[config.mk]
export PLATFORM = sky130hd
export DESIGN_NAME = evtmr_regs
export DESIGN_NICKNAME = d
export VERILOG_FILES = /design/src/rtl/evtmr_pkg.sv /design/src/rtl/evtmr_decode.sv /design/src/rtl/evtmr_lane.sv /design/src/rtl/evtmr_regs.sv
export SDC_FILE = /design/constraint.sdc
export NUM_CORES = 2
export LEC_CHECK = 0
export ABC_CLOCK_PERIOD_IN_PS = 8050
export BUFFER_PORTS_ARGS = -buffer_cell sky130_fd_sc_hd__buf_4
export CAP_MARGIN = 40
export CORE_MARGIN = 1
export CORE_UTILIZATION = 40
export DETAILED_ROUTE_END_ITERATION = 10
export PLACE_DENSITY = 0.65
export SETUP_SLACK_MARGIN = 0.15
export SYNTH_ARGS = -nofsm -noshare
export SYNTH_HDL_FRONTEND = slang
export SYNTH_SLANG_ARGS = --single-unit
[constraint.sdc]
create_clock -name clk -period 8.05 [get_ports clk]
set_input_delay 0.4025 -clock clk [delete_from_list [all_inputs] [get_ports clk]]
set_output_delay 0.4025 -clock clk [all_outputs]
set_load 0.05 [all_outputs]
[src/rtl/evtmr_pkg.sv]
package evtmr_pkg;

    typedef enum logic [2:0] {
        SEL_NONE,
        SEL_CAP,
        SEL_GCFG,
        SEL_STAT,
        SEL_CNT,
        SEL_TCFG,
        SEL_TCMP,
        SEL_TRTE
    } sel_e;

    localparam logic [63:0] GCFG_WMASK   = 64'h0000_0000_0000_0003;
    localparam logic [63:0] TCFG_WMASK   = 64'h0000_0000_0000_3F4E;
    localparam int          GCFG_EN_BIT  = 0;
    localparam int          GCFG_LEG_BIT = 1;
    localparam int          TCFG_EN_BIT  = 2;
    localparam int          TCFG_W32_BIT = 8;

    // byte-count to a right-aligned bit mask; illegal lengths give zero
    function automatic logic [63:0] width_mask(input logic [3:0] len);
        case (len)
            4'd1:    return 64'h0000_0000_0000_00FF;
            4'd2:    return 64'h0000_0000_0000_FFFF;
            4'd4:    return 64'h0000_0000_FFFF_FFFF;
            4'd8:    return '1;
            default: return '0;
        endcase
    endfunction

    function automatic logic [63:0] bit_merge(input logic [63:0] nv,
                                              input logic [63:0] ov,
                                              input logic [63:0] keep_new);
        return (nv & keep_new) | (ov & ~keep_new);
    endfunction

endpackage

[src/rtl/evtmr_decode.sv]
module evtmr_decode
    import evtmr_pkg::*;
#(
    parameter int ADDR_W  = 10,
    parameter int NTMR    = 3,
    parameter int TBASE   = 'h100,
    parameter int TSTRIDE = 'h20,
    parameter int TIDX_W  = 2
) (
    input  logic [ADDR_W-1:0] addr,
    input  logic [3:0]        len,
    output logic              err,
    output sel_e              sel,
    output logic [TIDX_W-1:0] tidx,
    output logic [2:0]        off
);
    localparam int SUB_W = $clog2(TSTRIDE);
    localparam logic [ADDR_W-1:0] A_CAP  = ADDR_W'('h000);
    localparam logic [ADDR_W-1:0] A_GCFG = ADDR_W'('h010);
    localparam logic [ADDR_W-1:0] A_STAT = ADDR_W'('h020);
    localparam logic [ADDR_W-1:0] A_CNT  = ADDR_W'('h0F0);
    localparam logic [ADDR_W-1:0] T_LO   = ADDR_W'(TBASE);
    localparam logic [ADDR_W-1:0] T_HI   = ADDR_W'(TBASE + NTMR * TSTRIDE);

    logic [ADDR_W-1:0] word;
    logic [ADDR_W-1:0] rel;
    logic [SUB_W-1:0]  sub;
    logic              len_ok;
    logic [3:0]        lm1;

    always_comb begin
        len_ok = (len == 4'd1) || (len == 4'd2) || (len == 4'd4) || (len == 4'd8);
        lm1    = len - 4'd1;
        err    = !len_ok || ((addr[2:0] & lm1[2:0]) != 3'd0);
        off    = addr[2:0];
        word   = {addr[ADDR_W-1:3], 3'b000};
        rel    = word - T_LO;
        sub    = rel[SUB_W-1:0];
        tidx   = TIDX_W'(rel >> SUB_W);
        sel    = SEL_NONE;
        if (word == A_CAP)       sel = SEL_CAP;
        else if (word == A_GCFG) sel = SEL_GCFG;
        else if (word == A_STAT) sel = SEL_STAT;
        else if (word == A_CNT)  sel = SEL_CNT;
        else if (word >= T_LO && word < T_HI) begin
            if (sub == SUB_W'(0))       sel = SEL_TCFG;
            else if (sub == SUB_W'(8))  sel = SEL_TCMP;
            else if (sub == SUB_W'(16)) sel = SEL_TRTE;
        end
    end

    // an illegal length is never accepted
    always_comb begin
        if (!len_ok) p_badlen_err_r1: assert (err);
    end

endmodule

[src/rtl/evtmr_lane.sv]
module evtmr_lane
    import evtmr_pkg::*;
(
    input  logic [63:0] old_val,
    input  logic [63:0] wdata,
    input  logic [2:0]  off,
    input  logic [3:0]  len,
    output logic [63:0] rd_val,
    output logic [63:0] wr_val
);
    logic [5:0]  sh;
    logic [63:0] wm;
    logic [63:0] lanes;

    always_comb begin
        sh     = {off, 3'b000};
        wm     = width_mask(len);
        lanes  = wm << sh;
        rd_val = (old_val >> sh) & wm;
        wr_val = bit_merge(wdata << sh, old_val, lanes);
    end

endmodule

[src/rtl/evtmr_regs.sv]
module evtmr_regs
    import evtmr_pkg::*;
#(
    parameter int          NTMR      = 3,
    parameter int          ADDR_W    = 10,
    parameter logic [31:0] TICK_FS   = 32'd10_000_000,
    parameter logic [31:0] ROUTE_CAP = 32'h00FF_0000,
    parameter logic [15:0] VENDOR    = 16'h8086,
    parameter logic [7:0]  REV       = 8'h01
) (
    input  logic              clk,
    input  logic              rst_n,
    input  logic              req_valid,
    input  logic              req_write,
    input  logic [ADDR_W-1:0] req_addr,
    input  logic [3:0]        req_len,
    input  logic [63:0]       req_wdata,
    output logic              rsp_valid,
    output logic              rsp_err,
    output logic [63:0]       rsp_rdata,
    output logic              gen_enable,
    output logic              legacy_route,
    output logic [63:0]       main_count,
    output logic [NTMR-1:0]   arm_evt,
    output logic [NTMR-1:0]   stop_evt,
    output logic              cnt_wr_live
);
    localparam int          TIDX_W   = (NTMR > 1) ? $clog2(NTMR) : 1;
    localparam logic [63:0] CAP_WORD = {TICK_FS, VENDOR, 1'b1, 1'b0, 1'b1,
                                        5'(NTMR - 1), REV};
    localparam logic [63:0] TCFG_RST = {ROUTE_CAP, 32'h0000_0030};

    typedef struct packed {
        logic [1:0]             gcfg;
        logic [63:0]            cnt;
        logic [NTMR-1:0][63:0]  tcfg;
        logic [NTMR-1:0][63:0]  tcmp;
        logic [NTMR-1:0][63:0]  trte;
        logic                   rsp_valid;
        logic                   rsp_err;
        logic                   rsp_wr;
        logic [63:0]            rsp_data;
        logic [NTMR-1:0]        arm;
        logic [NTMR-1:0]        stop;
        logic                   cnt_live;
    } st_t;

    st_t st_q, st_d;

    logic              dec_err;
    sel_e              dec_sel;
    logic [TIDX_W-1:0] dec_tidx;
    logic [2:0]        dec_off;
    logic [63:0]       old_val;
    logic [63:0]       rd_val;
    logic [63:0]       wr_val;
    logic [63:0]       tcfg_new;
    logic [63:0]       tcmp_new;
    logic              g_rise;
    logic              g_fall;

    evtmr_decode #(
        .ADDR_W (ADDR_W),
        .NTMR   (NTMR),
        .TBASE  ('h100),
        .TSTRIDE('h20),
        .TIDX_W (TIDX_W)
    ) u_dec (
        .addr(req_addr),
        .len (req_len),
        .err (dec_err),
        .sel (dec_sel),
        .tidx(dec_tidx),
        .off (dec_off)
    );

    always_comb begin
        case (dec_sel)
            SEL_CAP:  old_val = CAP_WORD;
            SEL_GCFG: old_val = {62'd0, st_q.gcfg};
            SEL_CNT:  old_val = st_q.cnt;
            SEL_TCFG: old_val = st_q.tcfg[dec_tidx];
            SEL_TCMP: old_val = st_q.tcmp[dec_tidx];
            SEL_TRTE: old_val = st_q.trte[dec_tidx];
            default:  old_val = '0;
        endcase
    end

    evtmr_lane u_lane (
        .old_val(old_val),
        .wdata  (req_wdata),
        .off    (dec_off),
        .len    (req_len),
        .rd_val (rd_val),
        .wr_val (wr_val)
    );

    always_comb begin
        st_d           = st_q;
        st_d.rsp_valid = req_valid;
        st_d.rsp_wr    = req_write;
        st_d.rsp_err   = 1'b0;
        st_d.rsp_data  = '0;
        st_d.arm       = '0;
        st_d.stop      = '0;
        st_d.cnt_live  = 1'b0;
        tcfg_new       = '0;
        tcmp_new       = '0;
        g_rise         = 1'b0;
        g_fall         = 1'b0;

        if (st_q.gcfg[GCFG_EN_BIT]) st_d.cnt = st_q.cnt + 64'd1;

        if (req_valid) begin
            if (dec_err) begin
                st_d.rsp_err  = 1'b1;
                st_d.rsp_data = req_write ? '0 : '1;
            end else if (!req_write) begin
                st_d.rsp_data = rd_val;
            end else begin
                case (dec_sel)
                    SEL_GCFG: begin
                        st_d.gcfg = 2'(bit_merge(wr_val, old_val, GCFG_WMASK));
                        g_rise = !st_q.gcfg[GCFG_EN_BIT] && st_d.gcfg[GCFG_EN_BIT];
                        g_fall = st_q.gcfg[GCFG_EN_BIT] && !st_d.gcfg[GCFG_EN_BIT];
                        for (int i = 0; i < NTMR; i++) begin
                            st_d.arm[i]  = g_rise && st_q.tcfg[i][TCFG_EN_BIT];
                            st_d.stop[i] = g_fall;
                        end
                    end
                    SEL_CNT: begin
                        st_d.cnt      = wr_val;
                        st_d.cnt_live = st_q.gcfg[GCFG_EN_BIT];
                    end
                    SEL_TCFG: begin
                        tcfg_new = bit_merge(wr_val, old_val, TCFG_WMASK);
                        st_d.tcfg[dec_tidx] = tcfg_new;
                        if (tcfg_new[TCFG_W32_BIT])
                            st_d.tcmp[dec_tidx][63:32] = '0;
                        if (!old_val[TCFG_EN_BIT] && tcfg_new[TCFG_EN_BIT])
                            st_d.arm[dec_tidx] = st_q.gcfg[GCFG_EN_BIT];
                        if (old_val[TCFG_EN_BIT] && !tcfg_new[TCFG_EN_BIT])
                            st_d.stop[dec_tidx] = 1'b1;
                    end
                    SEL_TCMP: begin
                        tcmp_new = wr_val;
                        if (st_q.tcfg[dec_tidx][TCFG_W32_BIT])
                            tcmp_new[63:32] = '0;
                        st_d.tcmp[dec_tidx] = tcmp_new;
                    end
                    SEL_TRTE: st_d.trte[dec_tidx] = wr_val;
                    default: ;
                endcase
            end
        end
    end

    always_ff @(posedge clk) begin
        if (!rst_n) begin
            st_q      <= '0;
            st_q.tcfg <= {NTMR{TCFG_RST}};
            st_q.tcmp <= '1;
        end else begin
            st_q <= st_d;
        end
    end

    assign rsp_valid    = st_q.rsp_valid;
    assign rsp_err      = st_q.rsp_err;
    assign rsp_rdata    = st_q.rsp_data;
    assign gen_enable   = st_q.gcfg[GCFG_EN_BIT];
    assign legacy_route = st_q.gcfg[GCFG_LEG_BIT];
    assign main_count   = st_q.cnt;
    assign arm_evt      = st_q.arm;
    assign stop_evt     = st_q.stop;
    assign cnt_wr_live  = st_q.cnt_live;

    // every request is answered on the next edge
    p_resp_next_r2: assert property (@(posedge clk) disable iff (!rst_n)
        req_valid |=> rsp_valid);

    // a rejected read returns all ones
    p_err_ones_r1: assert property (@(posedge clk) disable iff (!rst_n)
        (rsp_valid && rsp_err && !st_q.rsp_wr) |-> (rsp_rdata == '1));

    // halted counter holds unless written
    p_cnt_hold_r8: assert property (@(posedge clk) disable iff (!rst_n)
        (!gen_enable && !(req_valid && req_write)) |=> $stable(main_count));

    // running counter steps by one unless written
    p_cnt_step_r8: assert property (@(posedge clk) disable iff (!rst_n)
        (gen_enable && !(req_valid && req_write)) |=> (main_count == $past(main_count) + 64'd1));

    // global disable stops every timer in the same cycle
    p_fall_stop_r9: assert property (@(posedge clk) disable iff (!rst_n)
        $fell(gen_enable) |-> (stop_evt == '1));

    // a timer is never armed and stopped at once
    p_arm_stop_excl_r9: assert property (@(posedge clk) disable iff (!rst_n)
        (arm_evt & stop_evt) == '0);

    // live-write flag only while running before the write
    p_live_flag_r10: assert property (@(posedge clk) disable iff (!rst_n)
        cnt_wr_live |-> $past(gen_enable));

    for (genvar g = 0; g < NTMR; g++) begin : g_tchk
        // non-writable configuration bits keep their reset pattern
        p_tcfg_ro_r5: assert property (@(posedge clk) disable iff (!rst_n)
            (st_q.tcfg[g] & ~TCFG_WMASK) == (TCFG_RST & ~TCFG_WMASK));
        // 32-bit mode keeps the comparator's upper half clear
        p_cmp32_r11: assert property (@(posedge clk) disable iff (!rst_n)
            st_q.tcfg[g][TCFG_W32_BIT] |-> (st_q.tcmp[g][63:32] == 32'd0));
    end

endmodule

==> results.cfg <==
[routing]
routed_wl_mm = 146.5
met3_length_mm = 18.25
met2WireLength_mm = 60.62
antenna_left = 0
drt_iter0_drc = 4690
viasPerCell = 6.138
routedWlPerCell_um = 26.66
num_vias = 33730
drt-met1-wl_mm = 57.96
drtPass1Iterations = 8
drt_drc_violations_left = 0
highest_layer = met5

[synthesis]
yosysWarnings = 0
ys_ff_latch = 715
synth-edff-count = 0
synth_top_area_share_pct = 40.32
synth_top_area_cell = dfxtp_1
synth_cells = 4348
syn_nets = 4438
syn_avg_cell_area_um2 = 8.164
yosysSeqAreaShare_pct = 40.32
synthTopCellsByArea = dfxtp_1, mux2i_1, nand2_1
synth_ff_type = dfxtp_1
syn_area_um2 = 35500
async_flop_share_pct = 0
synth_cell_type_count = 101

[critical_path]
max_stage_delay_ps = 930
end_kind = register
crit_type = in -> reg
worstPathRequired_ps = 8580
cp_slowest_cell = o221ai_1
cp.buffers_inverters = 2
startpoint_type = primary input
cp_top_family = compound AO/OA/AOI/OAI gates
worst-path-stages = 9
reg2reg_depth = 9
path_cells = buf_6 -> a21bo_2 -> or4_1 -> a21oi_4 -> buf_4 -> nand2_1 -> o221ai_1 -> mux2i_1 -> o311ai_0
worstPathArrival_ps = 5330
rrSetupSlack_ps = 3890
critPathMaxFanout = 70

[layout]
stdcell_area_um2 = 40120
nets = 4369
drive_above_1_share_pct = 13.62
area_growth_pct = 13.01

[sta]
maxSlewViolCount = 0
hold_viol = 0
setup_viol = 0
min_period_ps = 4803
max_slew_margin_pct = 28.99
grt_setup_unrepaired = no
tightest_slew_ps = 1059
final.setup.tns_ps = 0
skew_ps = 38.68
fin_crit_sh_pct = 59.67
fmax_mhz = 208.2

[placement]
placed_cell_area_um2 = 37430
place.gp.congestion = 1.050
place_hpwl_mm = 100.4
io_buffers = 220

[clock_tree]
numCtsBuffers = 75
clkSinkCount = 715
clkLatencyLatePin_ps = 660
cts_setup_buffers = 0
ctsHtreeMaxLevel = 3
hold_buffers = 0
cts_buffer_depth = 3
ctsRootBufferMaster = clkbuf_16
cts_tree = built
path_clk_slew_ps = 60
ctsResizeCount = 0

[die]
start_util_pct = 40.67
fp.dieW_um = 299.9
design.die.area_um2 = 89940
die_h_um = 299.9
io_pins = 221
core_area_um2 = 87290
rows = 108

[hold_path]
holdPathStages = 2
hold_class = in -> reg

[grt]
grt_max_degree = 152
grt_pass1_wl_mm = 212.9
track_usage_pct = 31.56
grt_antenna_before_repair = 5
grt_pass1_vias = 30810
grt_overflow = 0

[pwr]
power.leakage_nw = 16.24
ir_worst_vdd_mv = 0.1913
p_per_area_nw_per_um2 = 202.3

[status]
outcome = complete, no violations

[flow_run]
max_cap_violations = 0
cell families after synthesis:
logic type      share of synthesized area [%]
flops                                   40.32
compound gates                          20.37
simple gates                            20.81
mux                                     9.566
buf+inv                                 7.120
xor+xnor                                1.530
fa+ha+maj                              0.2820
stage by stage:
step	setup WS (ps)	util (%)	cells	power [mW]	hold WS, ps
final	3247	45.96	5495	8.117	138.6
after floorplan	5042	-	4348	4.083	410.1
after detailed placement	2836	42.88	5356	4.369	425.1
after global placement	2540	42.32	5319	4.353	421.5
after global routing	3166	45.95	5493	8.295	150.8
after CTS	3489	45.94	5492	8.101	127.3
cell usage after synthesis (13+ instances only):
master and number:
a211oi_1 102, a21oi_1 331, a221o_1 27, a221oi_1 24, a22oi_1 29, a31oi_1 21, and2_1 165, and3_1 32
buf_1 26, buf_2 70, buf_4 137, clkbuf_1 248, dfxtp_1 715, inv_1 15, mux2_2 43, mux2i_1 267
nand2_1 664, nand2b_1 49, nand3_1 109, nand4_1 32, nor2_1 482, nor2b_1 18, nor3_1 37, o211ai_1 157
o21a_1 16, o21ai_0 169, o21ai_1 13, o221ai_1 13, o22ai_1 32, o2bb2ai_1 17, o31ai_1 15, xnor2_1 32
xor2_1 30
report_power, final:
group	switching (mW)	internal, mW
Sequential	0.00864	3.55
Combinational	0.550	0.211
Clock	1.54	2.25
Total	2.10	6.02
cell usage in the layout, fill, tap and decap left out, drive strengths merged, types with 29 or more instances in the layout:
master	Yosys	routed
a211oi	107	107
a21oi	340	340
a22oi	29	29
and2	166	166
and3	32	32
buf	238	339
clkbuf	248	108
dfxtp	715	715
mux2	43	43
mux2i	268	268
nand2	665	665
nand2b	49	49
nand3	109	109
nand4	33	33
nor2	487	487
nor3	41	41
o211ai	161	161
o21ai	185	185
o22ai	32	32
xnor2	32	32
xor2	30	30
worst paths after layout:
check / start / endpoint
setup / recovery: req_addr[5] / register
setup reg to reg: main_count[19] / main_count[59]
hold / removal: rst_n / register
hold reg to reg: register / register
metal layers:
metal,GRT usage (%),vias to the layer above
li1,-,15040
met1,42.22,15870
met2,45.89,2319
met3,7.681,492
met4,18.65,8
met5,0,-
area by class of cell:
cell class | instances | area, um2
Clock buffer | 107 | 2220
Sequential cell | 715 | 14310
Timing Repair Buffer | 340 | 2809
Inverter | 17 | 68.82
Fill cell | 8558 | 47180
Tap cell | 1155 | 1445
Multi-Input combinational cell | 3130 | 18800
Antenna cell | 2 | 5.005
Clock inverter | 29 | 452.9
Note: power is estimated with default switching activity, not from simulation.
